===== config.mk =====
export PLATFORM = sky130hd
export DESIGN_NAME = sync_ser_master
export DESIGN_NICKNAME = d
export VERILOG_FILES = /design/src/rtl/ssm_pkg.sv /design/src/rtl/ssm_divider.sv /design/src/rtl/ssm_shifter.sv /design/src/rtl/ssm_buffers.sv /design/src/rtl/sync_ser_master.sv
export SDC_FILE = /design/constraint.sdc
export NUM_CORES = 1
export LEC_CHECK = 0
export ABC_AREA = 1
export BUFFER_PORTS_ARGS = -buffer_cell sky130_fd_sc_hd__buf_2
export CAP_MARGIN = 20
export CORE_MARGIN = 3
export CORE_UTILIZATION = 58
export CTS_CLUSTER_DIAMETER = 50
export DETAILED_ROUTE_END_ITERATION = 7
export PLACE_DENSITY = 0.81
export SETUP_SLACK_MARGIN = 0.4
export SYNTH_ARGS = -nofsm -noshare
export SYNTH_HDL_FRONTEND = slang
export SYNTH_SLANG_ARGS = --single-unit

===== constraint.sdc =====
create_clock -name clk -period 2.45 [get_ports clk]
set_input_delay 0.1225 -clock clk [delete_from_list [all_inputs] [get_ports clk]]
set_output_delay 0.1225 -clock clk [all_outputs]
set_load 0.05 [all_outputs]

===== src/rtl/ssm_pkg.sv =====
package ssm_pkg;

    typedef enum logic [1:0] {
        ST_IDLE = 2'd0,
        ST_LOW  = 2'd1,
        ST_HIGH = 2'd2
    } ssm_state_e;

endpackage


===== src/rtl/ssm_divider.sv =====
module ssm_divider #(
    parameter int DIV_W = 8
) (
    input  logic             clk,
    input  logic             rst_n,
    input  logic             run,
    input  logic [DIV_W-1:0] half,
    output logic             tick
);
    typedef struct packed {
        logic [DIV_W-1:0] cnt;
    } div_s;

    div_s d, q;
    logic at_end;

    assign at_end = (q.cnt == half - 1'b1);
    assign tick   = run && at_end;

    always_comb begin
        d = q;
        if (!run || at_end) begin
            d.cnt = '0;
        end else begin
            d.cnt = q.cnt + 1'b1;
        end
    end

    always_ff @(posedge clk or negedge rst_n) begin
        if (!rst_n) begin
            q <= '0;
        end else begin
            q <= d;
        end
    end
endmodule


===== src/rtl/ssm_shifter.sv =====
module ssm_shifter #(
    parameter int FRAME_BITS = 8
) (
    input  logic                  clk,
    input  logic                  rst_n,
    input  logic                  load,
    input  logic [FRAME_BITS-1:0] load_word,
    input  logic                  shift_out,
    input  logic                  sample,
    input  logic                  sdi,
    output logic                  sdo,
    output logic [FRAME_BITS-1:0] rx_word
);
    typedef struct packed {
        logic [FRAME_BITS-1:0] tx_sh;
        logic [FRAME_BITS-1:0] rx_sh;
    } sh_s;

    sh_s d, q;

    assign sdo     = q.tx_sh[FRAME_BITS-1];
    assign rx_word = q.rx_sh;

    always_comb begin
        d = q;
        if (load) begin
            d.tx_sh = load_word;
        end else if (shift_out) begin
            d.tx_sh = {q.tx_sh[FRAME_BITS-2:0], 1'b0};
        end
        if (sample) begin
            d.rx_sh = {q.rx_sh[FRAME_BITS-2:0], sdi};
        end
    end

    always_ff @(posedge clk or negedge rst_n) begin
        if (!rst_n) begin
            q <= '0;
        end else begin
            q <= d;
        end
    end
endmodule


===== src/rtl/ssm_buffers.sv =====
module ssm_buffers #(
    parameter int FRAME_BITS = 8
) (
    input  logic                  clk,
    input  logic                  rst_n,
    input  logic                  tx_wr,
    input  logic [FRAME_BITS-1:0] tx_data,
    input  logic                  rx_rd,
    input  logic                  frame_start,
    input  logic                  start_dbuf,
    input  logic                  frame_end,
    input  logic                  end_dbuf,
    input  logic [FRAME_BITS-1:0] rx_word,
    output logic [FRAME_BITS-1:0] tx_buf,
    output logic                  tx_empty,
    output logic [FRAME_BITS-1:0] rx_buf,
    output logic                  rx_full,
    output logic                  pend,
    output logic                  irq_rx
);
    typedef struct packed {
        logic [FRAME_BITS-1:0] tx_buf;
        logic                  tx_empty;
        logic [FRAME_BITS-1:0] rx_buf;
        logic                  rx_full;
        logic                  pend;
        logic                  irq_rx;
    } buf_s;

    buf_s d, q;
    logic full_after_rd;
    logic deliver;

    assign tx_buf   = q.tx_buf;
    assign tx_empty = q.tx_empty;
    assign rx_buf   = q.rx_buf;
    assign rx_full  = q.rx_full;
    assign pend     = q.pend;
    assign irq_rx   = q.irq_rx;

    assign full_after_rd = q.rx_full && !rx_rd;
    assign deliver = (frame_end && (!end_dbuf || !full_after_rd))
                   || (q.pend && !full_after_rd);

    always_comb begin
        d = q;
        d.irq_rx = 1'b0;

        // transmit side
        if (tx_wr && q.tx_empty) begin
            d.tx_buf   = tx_data;
            d.tx_empty = 1'b0;
        end
        if (frame_start && start_dbuf) begin
            d.tx_empty = 1'b1;
        end
        if (frame_end && !end_dbuf) begin
            d.tx_empty = 1'b1;
        end

        // receive side
        d.rx_full = full_after_rd;
        if (deliver) begin
            d.rx_buf  = rx_word;
            d.rx_full = 1'b1;
            d.irq_rx  = 1'b1;
            d.pend    = 1'b0;
        end else if (frame_end && end_dbuf) begin
            d.pend = 1'b1;
        end
    end

    always_ff @(posedge clk or negedge rst_n) begin
        if (!rst_n) begin
            q <= '0;
            q.tx_empty <= 1'b1;
        end else begin
            q <= d;
        end
    end
endmodule


===== src/rtl/sync_ser_master.sv =====
module sync_ser_master
    import ssm_pkg::*;
#(
    parameter int FRAME_BITS = 8,
    parameter int DIV_W      = 8
) (
    input  logic                  clk,
    input  logic                  rst_n,
    input  logic                  cfg_dbuf,
    input  logic [DIV_W-1:0]      cfg_half,
    input  logic                  tx_wr,
    input  logic [FRAME_BITS-1:0] tx_data,
    output logic                  tx_empty,
    input  logic                  rx_rd,
    output logic [FRAME_BITS-1:0] rx_data,
    output logic                  rx_full,
    output logic                  irq_tx,
    output logic                  irq_rx,
    output logic                  sclk,
    output logic                  sdo,
    input  logic                  sdi
);
    localparam int BIT_W = (FRAME_BITS > 1) ? $clog2(FRAME_BITS) : 1;
    localparam logic [BIT_W-1:0] LAST_BIT = BIT_W'(FRAME_BITS - 1);

    typedef struct packed {
        ssm_state_e       st;
        logic             sclk;
        logic [BIT_W-1:0] bit_idx;
        logic [DIV_W-1:0] half;
        logic             mode_dbuf;
        logic             irq_tx;
    } ctl_s;

    ctl_s d, q;

    logic                  tick;
    logic                  start;
    logic                  shift;
    logic                  sample;
    logic                  fin;
    logic                  start_ok;
    logic                  busy;
    logic                  pend;
    logic [DIV_W-1:0]      half_eff;
    logic [FRAME_BITS-1:0] tx_buf;
    logic [FRAME_BITS-1:0] rx_word;

    assign half_eff = (cfg_half == '0) ? DIV_W'(1) : cfg_half;
    assign busy     = (q.st != ST_IDLE);
    assign start_ok = !tx_empty && !pend && (cfg_dbuf || !rx_full);
    assign sclk     = q.sclk;
    assign irq_tx   = q.irq_tx;

    always_comb begin
        d        = q;
        d.irq_tx = 1'b0;
        start    = 1'b0;
        shift    = 1'b0;
        sample   = 1'b0;
        fin      = 1'b0;
        unique case (q.st)
            ST_IDLE: begin
                if (start_ok) begin
                    start       = 1'b1;
                    d.st        = ST_LOW;
                    d.sclk      = 1'b0;
                    d.bit_idx   = '0;
                    d.half      = half_eff;
                    d.mode_dbuf = cfg_dbuf;
                end
            end
            ST_LOW: begin
                if (tick) begin
                    sample = 1'b1;
                    d.sclk = 1'b1;
                    d.st   = ST_HIGH;
                end
            end
            ST_HIGH: begin
                if (tick) begin
                    if (q.bit_idx == LAST_BIT) begin
                        fin      = 1'b1;
                        d.irq_tx = 1'b1;
                        d.st     = ST_IDLE;
                    end else begin
                        shift     = 1'b1;
                        d.bit_idx = q.bit_idx + 1'b1;
                        d.sclk    = 1'b0;
                        d.st      = ST_LOW;
                    end
                end
            end
            default: begin
                d.st   = ST_IDLE;
                d.sclk = 1'b1;
            end
        endcase
    end

    always_ff @(posedge clk or negedge rst_n) begin
        if (!rst_n) begin
            q           <= '0;
            q.st        <= ST_IDLE;
            q.sclk      <= 1'b1;
            q.half      <= DIV_W'(1);
        end else begin
            q <= d;
        end
    end

    ssm_divider #(.DIV_W(DIV_W)) u_div (
        .clk   (clk),
        .rst_n (rst_n),
        .run   (busy),
        .half  (q.half),
        .tick  (tick)
    );

    ssm_shifter #(.FRAME_BITS(FRAME_BITS)) u_shift (
        .clk       (clk),
        .rst_n     (rst_n),
        .load      (start),
        .load_word (tx_buf),
        .shift_out (shift),
        .sample    (sample),
        .sdi       (sdi),
        .sdo       (sdo),
        .rx_word   (rx_word)
    );

    ssm_buffers #(.FRAME_BITS(FRAME_BITS)) u_buf (
        .clk         (clk),
        .rst_n       (rst_n),
        .tx_wr       (tx_wr),
        .tx_data     (tx_data),
        .rx_rd       (rx_rd),
        .frame_start (start),
        .start_dbuf  (cfg_dbuf),
        .frame_end   (fin),
        .end_dbuf    (q.mode_dbuf),
        .rx_word     (rx_word),
        .tx_buf      (tx_buf),
        .tx_empty    (tx_empty),
        .rx_buf      (rx_data),
        .rx_full     (rx_full),
        .pend        (pend),
        .irq_rx      (irq_rx)
    );
endmodule


[Word-level counts from Yosys, hierarchy flattened]
Index checks and enable logic that the tools add are counted.
Cells by class
  muxes and demuxes: 28
  reductions and logical operators: 32
  add/subtract/negate cells: 3
  eq/ne operators: 8
Operators by type and width (count)
  2-to-1 mux 8 bit: 4
  2-to-1 mux 1 bit: 18
  2-to-1 mux 15 bit: 1
  logical AND 1 bit: 10
  one-hot mux 3 bit (3 select lines): 1
  adder 8 x 1 -> 8 bit (second input constant): 1
  == test 8 bit: 1
  logical NOT 8 bit: 1
  inequality test 2 bit (second input constant): 4
  AND reduction 4 bit: 2
  nonzero test 2 bit: 4
  subtractor 8 x 1 -> 8 bit (second input constant): 1
  logical NOT 1 bit: 7
  2-to-1 mux 6 bit: 1
  one-hot mux 3 bit (2 select lines): 1
  logical OR 1 bit: 4
  2-to-1 mux 4 bit: 1
  adder 3 x 1 -> 3 bit (second input constant): 1
  == test 3 bit (second input constant): 1
  2-to-1 mux 3 bit: 1
  AND reduction 3 bit: 1
  nonzero test 3 bit: 1
  == test 2 x 1 -> 1 bit (second input constant): 1
  == test 2 bit (second input constant): 1
  2 further kinds: 2
Word-level totals
  word-level logic and storage cells: 86
  input bits: 22
  flip-flop bits (word level): 60
  output and inout port bits: 14

[Longest topological paths before layout]
  depth after elaboration: 8
  mapped depth: 14
  depth with buffers taken out: 13

[Hierarchy]
From an unflattened synthesis, not the netlist that was laid out.
Second synthesis, totals
  cells, all modules: 362
  area, all modules: 2996.6 µm²
By module, submodules not included
  ssm_buffers: area an instance 834.6 µm², sequential area each 501.7 µm², cells each 86, instances 1
  sync_ser_master: area an instance 774.5 µm², sequential area each 402.9 µm², cells each 94, instances 1
  ssm_shifter: area an instance 737.0 µm², sequential area each 400.4 µm², cells each 81, instances 1
  ssm_divider: area an instance 650.6 µm², sequential area each 200.2 µm², cells each 101, instances 1

[Worst setup path after synthesis]
OpenSTA, ideal clock, no wires.
  path kind: register to register
  start: register, netlist name q[2]
  end: register u_shift.q, in the netlist u_shift.rx_word[5]
  data required time: 2332 ps
  buffers on the path: 1
  setup slack: 477 ps
  cell stages (with the launch flop): 13
  setup time: 118 ps
  period minus slack after synthesis: 1973 ps
  arrival: 1855 ps
  cells stage by stage: dfstp_2 -> inv_2 -> ha_1 -> or2_1 -> nand2_1 -> nand2_1 -> nand2_2 -> nand3_4 -> nor2_4 -> nand3_4 -> buf_6 -> nand2_1 -> o21ai_2
On the way
  longest elaborated chain between the ends: 5
RTL lines
  subtractor 8 x 1 -> 8 bit: RTL line ssm_divider.sv:17  | assign at_end = (q.cnt == half - 1'b1);
  == test 8 bit: RTL line ssm_divider.sv:17
  logical AND 1 bit: RTL line ssm_divider.sv:18  | assign tick = run && at_end;
  2-to-1 mux 1 bit: RTL line sync_ser_master.sv:74  | if (tick) begin
  2-to-1 mux 1 bit: RTL line sync_ser_master.sv:62  | unique case (q.st)
  end signal: assignment: RTL line ssm_shifter.sv:38  | q <= '0;
  end signal: assignment: RTL line ssm_shifter.sv:40  | q <= d;
  end: declaration: RTL line ssm_shifter.sv:19  | sh_s d, q;
Every way passes these cells.
A chain may end at the register's enable or synchronous reset.

[Worst setup path after layout]
  start: register, netlist name q[2]
  end: register u_buf.q, in the netlist u_buf.pend
On the way
  longest elaborated chain between the ends: 8
  elaborated cells on any way between the ends: 10
  those cells by class: 1 x add/sub; 1 x eq/ne; 3 x mux; 5 x reduce/logical
RTL lines
  subtractor 8 x 1 -> 8 bit *: RTL line ssm_divider.sv:17
  == test 8 bit *: RTL line ssm_divider.sv:17
  logical AND 1 bit *: RTL line ssm_divider.sv:18
  2-to-1 mux 1 bit *: RTL line sync_ser_master.sv:81  | if (tick) begin
  2-to-1 mux 1 bit *: RTL line sync_ser_master.sv:62
  logical AND 1 bit: RTL line ssm_buffers.sv:42  | assign deliver = (frame_end && (!end_dbuf || !full_after_rd))
  logical OR 1 bit: RTL line ssm_buffers.sv:43  | || (q.pend && !full_after_rd);
  2-to-1 mux 1 bit or nonzero test 2 bit (tied branches)
  end: declaration: RTL line ssm_buffers.sv:30  | buf_s d, q;
Mark *: on every way between the ends. The rest lies on a longest branch, timed or not.

==> impl_results.md <==
- Final Routed Wirelength: 7.07 mm
- Largest family of logic cells by synthesized area: simple AND/OR/NAND/NOR gates
- Io pins: 36
- Initial DRC Count: ~200
- DRC Markers: 0
- DR vias/cell: 5.36
- Post-synthesis to final-layout area growth: 25.9%
- Die ar.: about 0.0061 mm²
- Type of the worst min-delay path: in -> reg
- Fraction of registers with async set/reset: between 90% and 100%
- Leak pwr: ~0.0019 µW
- Vias in the first global route: ~2400
- Post-route setup TNS: 0 ns
- XOR/XNOR Fraction of Synth Area: ~2.6%
- Seq/Total Area, Yosys: approximately half
- Total grt overflow: 0
- Unrepaired setup endpoints after global routing: yes
- Avg Synthesized Cell Area: 9.40 µm²
- First-pass GRT wire length: approximately 11 mm
- Mux contribution to synthesized area: 4.90%
- Die width: just under 80 µm
- Hpwl dp: between 4 and 5 mm
- ANT nets after route: 0
- Max-cap violations: 0
- Clk Latency, worst-skew pair: approximately 0.34 ns
- Max-Slew Margin vs Limit: a little over half
- Yosys reg bits: 60
- Most frequent cell after synthesis: nand2_1
- Launching element type of the critical path: flip-flop
- Final Worst Setup Slack: ~0.31 ns
- Fillcell total: between 300 and 400
- Clk sinks: 60
- Crit path DAT: 2.37 ns
- Final min period: approximately 2.1 ns
- Starting Density: 62.2%
- Synth unique cells: 35
- CP Capture Type: flip-flop
- Largest net degree at the start of global routing: 34
- Power Total: approximately 4500 µW
- Simple-gate area share of the yosys netlist: roughly 28%
- Largest cells by area after synthesis: dfrtp_1 47%, nand2_1 10%, o21ai_2 4.3%
- Area leader, netlist: dfrtp_1
- Fin. max-slew vios: 0
- Cells after synthesis: 323
- Final Setup Violations: 0
- Post-synth EDFFs: 0
- Maximum vdd drop: ~750 µV
- Syn nets: between 300 and 400
- GPL Wtd Cong: ~0.83
- Post-synthesis cell area: around 0.0030 mm²
- Initial antenna violation count: 0
- Layout cells sized above 1: about two fifths
- Place WS: approximately 0.31 ns
- Min-Delay Startpoint: tx_data[2]
- Period Utilization, post-route: 87.2%
- Skew final: 0.00940 ns
- Hold path depth: 2
- Worst Hold End: u_buf.tx_buf[2]
- Worst R2R Start: q[2]
- Wire per inst: between 15 and 20 µm
- PwrDens: 1180 mW/mm²
- Die height: between 70 and 80 µm
- Outcome: finished clean
- Core Region: approximately 0.0049 mm²
- TritonCTS clock tree: yes
- Worst hold margin: 0.0141 ns
- PortBufs: 35
- Row count: 25
- Synth top cells by count: 81 x nand2_1, 57 x dfrtp_1, 30 x inv_1
- Crit Path Class: reg -> reg
- DR vias: 2445
- ANT cells: 0
- Warnings, synthesis: 0
- FF-to-FF End: u_buf.pend
- CP required: 2.68 ns
- Reg2Reg Depth: 12
- Clock Root Buffer: clkbuf_8
- Maximum clock rate: 468 MHz
- CTS Buffer Depth: 2
- Share of the synthesized area in the top cell type: 47.0%
- TritonRoute pass-1 iters: 4
- Synth Area in Compound Gates: 8.12%
- Ys flop type: dfrtp_1
- Actual slew at the worst max-slew pin: approximately 0.7 ns
- Adder-Cell Fraction of Synth Area: under 10%
- Worst Path Max Fanout: 5
- H-tree depth: 3
- Hold Fails Final Rpt: 0
- Reg clk slew, reported paths: about 0.060 ns
- Core Util, Final: between 70% and 80%
- Nets: between 400 and 500
- Footprint of the multi-input gates: roughly 0.0016 mm²
- R2r setup slk: roughly 0.31 ns
- Cts bufs inserted: 9
- Overall Global Routing Usage: between 20% and 30%
- Reg area: 0.00151 mm²
## stage by stage
stage               instance area, µm²  cells
finish                            3820    456
global route                      3820    456
CTS                               3670    451
detailed placement                3290    423
global placement                  3290    423
floorplan                         3040    323
## state kept, by name (all words and copies together), names as in the netlist
register,cells
q,14
u_buf.rx_buf,8
u_buf.tx_buf,8
u_div.q,8
u_shift.rx_word,8
u_shift.q,7
irq_tx,1
sclk,1
u_buf.irq_rx,1
u_buf.pend,1
u_buf.rx_full,1
u_buf.tx_empty,1
u_shift.sdo,1
## layout by cell type (no fill, tap or decap), types with 2 or more instances in the layout
master	instances
nand2_4	10
o21ai_0	7
nand2_2	13
nand3_4	5
mux2i_1	7
a21oi_1	3
clkbuf_8	12
nor2_4	5
dfrtp_1	57
nand3_2	7
inv_2	4
nand3_1	14
xor2_1	5
buf_2	35
dlygate4sd3_1	3
clkinv_2	2
ha_1	3
dfstp_2	3
buf_4	9
nor2_2	5
a21oi_2	5
nand2_1	73
nor2_1	22
or2_2	2
nand4_4	2
inv_1	29
nand2_8	4
o21ai_2	16
nor3b_1	2
mux2_2	7
xnor2_1	4
buf_6	2
## cell families after synthesis
kind of cell | count (synthesis)
muxes | 14
DFF | 60
xor gates and xnor gates | 9
and+or+nand+nor | 164
buffers and inverters | 39
adders and majority gates | 4
AOI/OAI and AO/OA | 33
## how the worst max path moves through the flow
| stage | slack (ns) | from | endpoint | depth (start not counted) |
|---|---|---|---|---|
| after global routing | 0.20 | q[2] | u_shift.rx_word[6] | 12 |
| final | 0.31 | q[2] | u_buf.pend | 12 |
| after global placement | 0.36 | q[2] | u_shift.rx_word[0] | 11 |
| after detailed placement | 0.31 | q[2] | q[12] | 13 |
| after floorplan | 0.48 | q[2] | u_shift.rx_word[5] | 12 |
| after CTS | 0.42 | q[2] | u_shift.rx_word[5] | 11 |
## power by group
group	switching, µW	internal, µW	leakage, µW
combinational	1280	818	0.00105
sequential	296	1320	0.000767
clock	375	441	0.0000953
total	1950	2580	0.00191
## routing by layer
metal  up-vias  global-route usage, %  routed length [µm]  share of wire [%]
met3        28                   7.68                 395                5.6
li1       1175                      -                   -                  -
met5         -                      0                   0                  0
met1      1151                   29.1                2900                 41
met2        91                   37.0                3560                 50
met4         0                   10.7                 216                3.1
## repair_timing
action | 4_1_cts | 5_1_grt
hold buffers | 3 | 0
gates resized for setup | 17 | 26
hold endpoints to repair | 28 | 0
setup buffers | 5 | 4
pin swaps | 6 | 12
setup endpoints to repair | 28 | 40
cloned | 5 | 1
## area by class of cell
| type | count | area share [%] |
|---|---|---|
| multi-input combinational | 230 | 42.1 |
| sequential | 60 | 39.4 |
| timing repair buffer | 50 | 8.25 |
| clock buffer | 13 | 4.42 |
| inverter | 34 | 3.40 |
| tap | 67 | 2.19 |
| clock inverter | 2 | 0.262 |
## critical path: stages (launching register included)
cell	delay, ns
dfstp_2	0.55
inv_4	0.04
ha_4	0.16
or2_4	0.24
nand2_1	0.07
nand2_1	0.07
nand2_2	0.08
nand3_4	0.08
nor2_4	0.22
buf_6	0.16
nand4_1	0.17
nand2_1	0.14
nor2_1	0.05
Power figures use the tool's default switching activity.
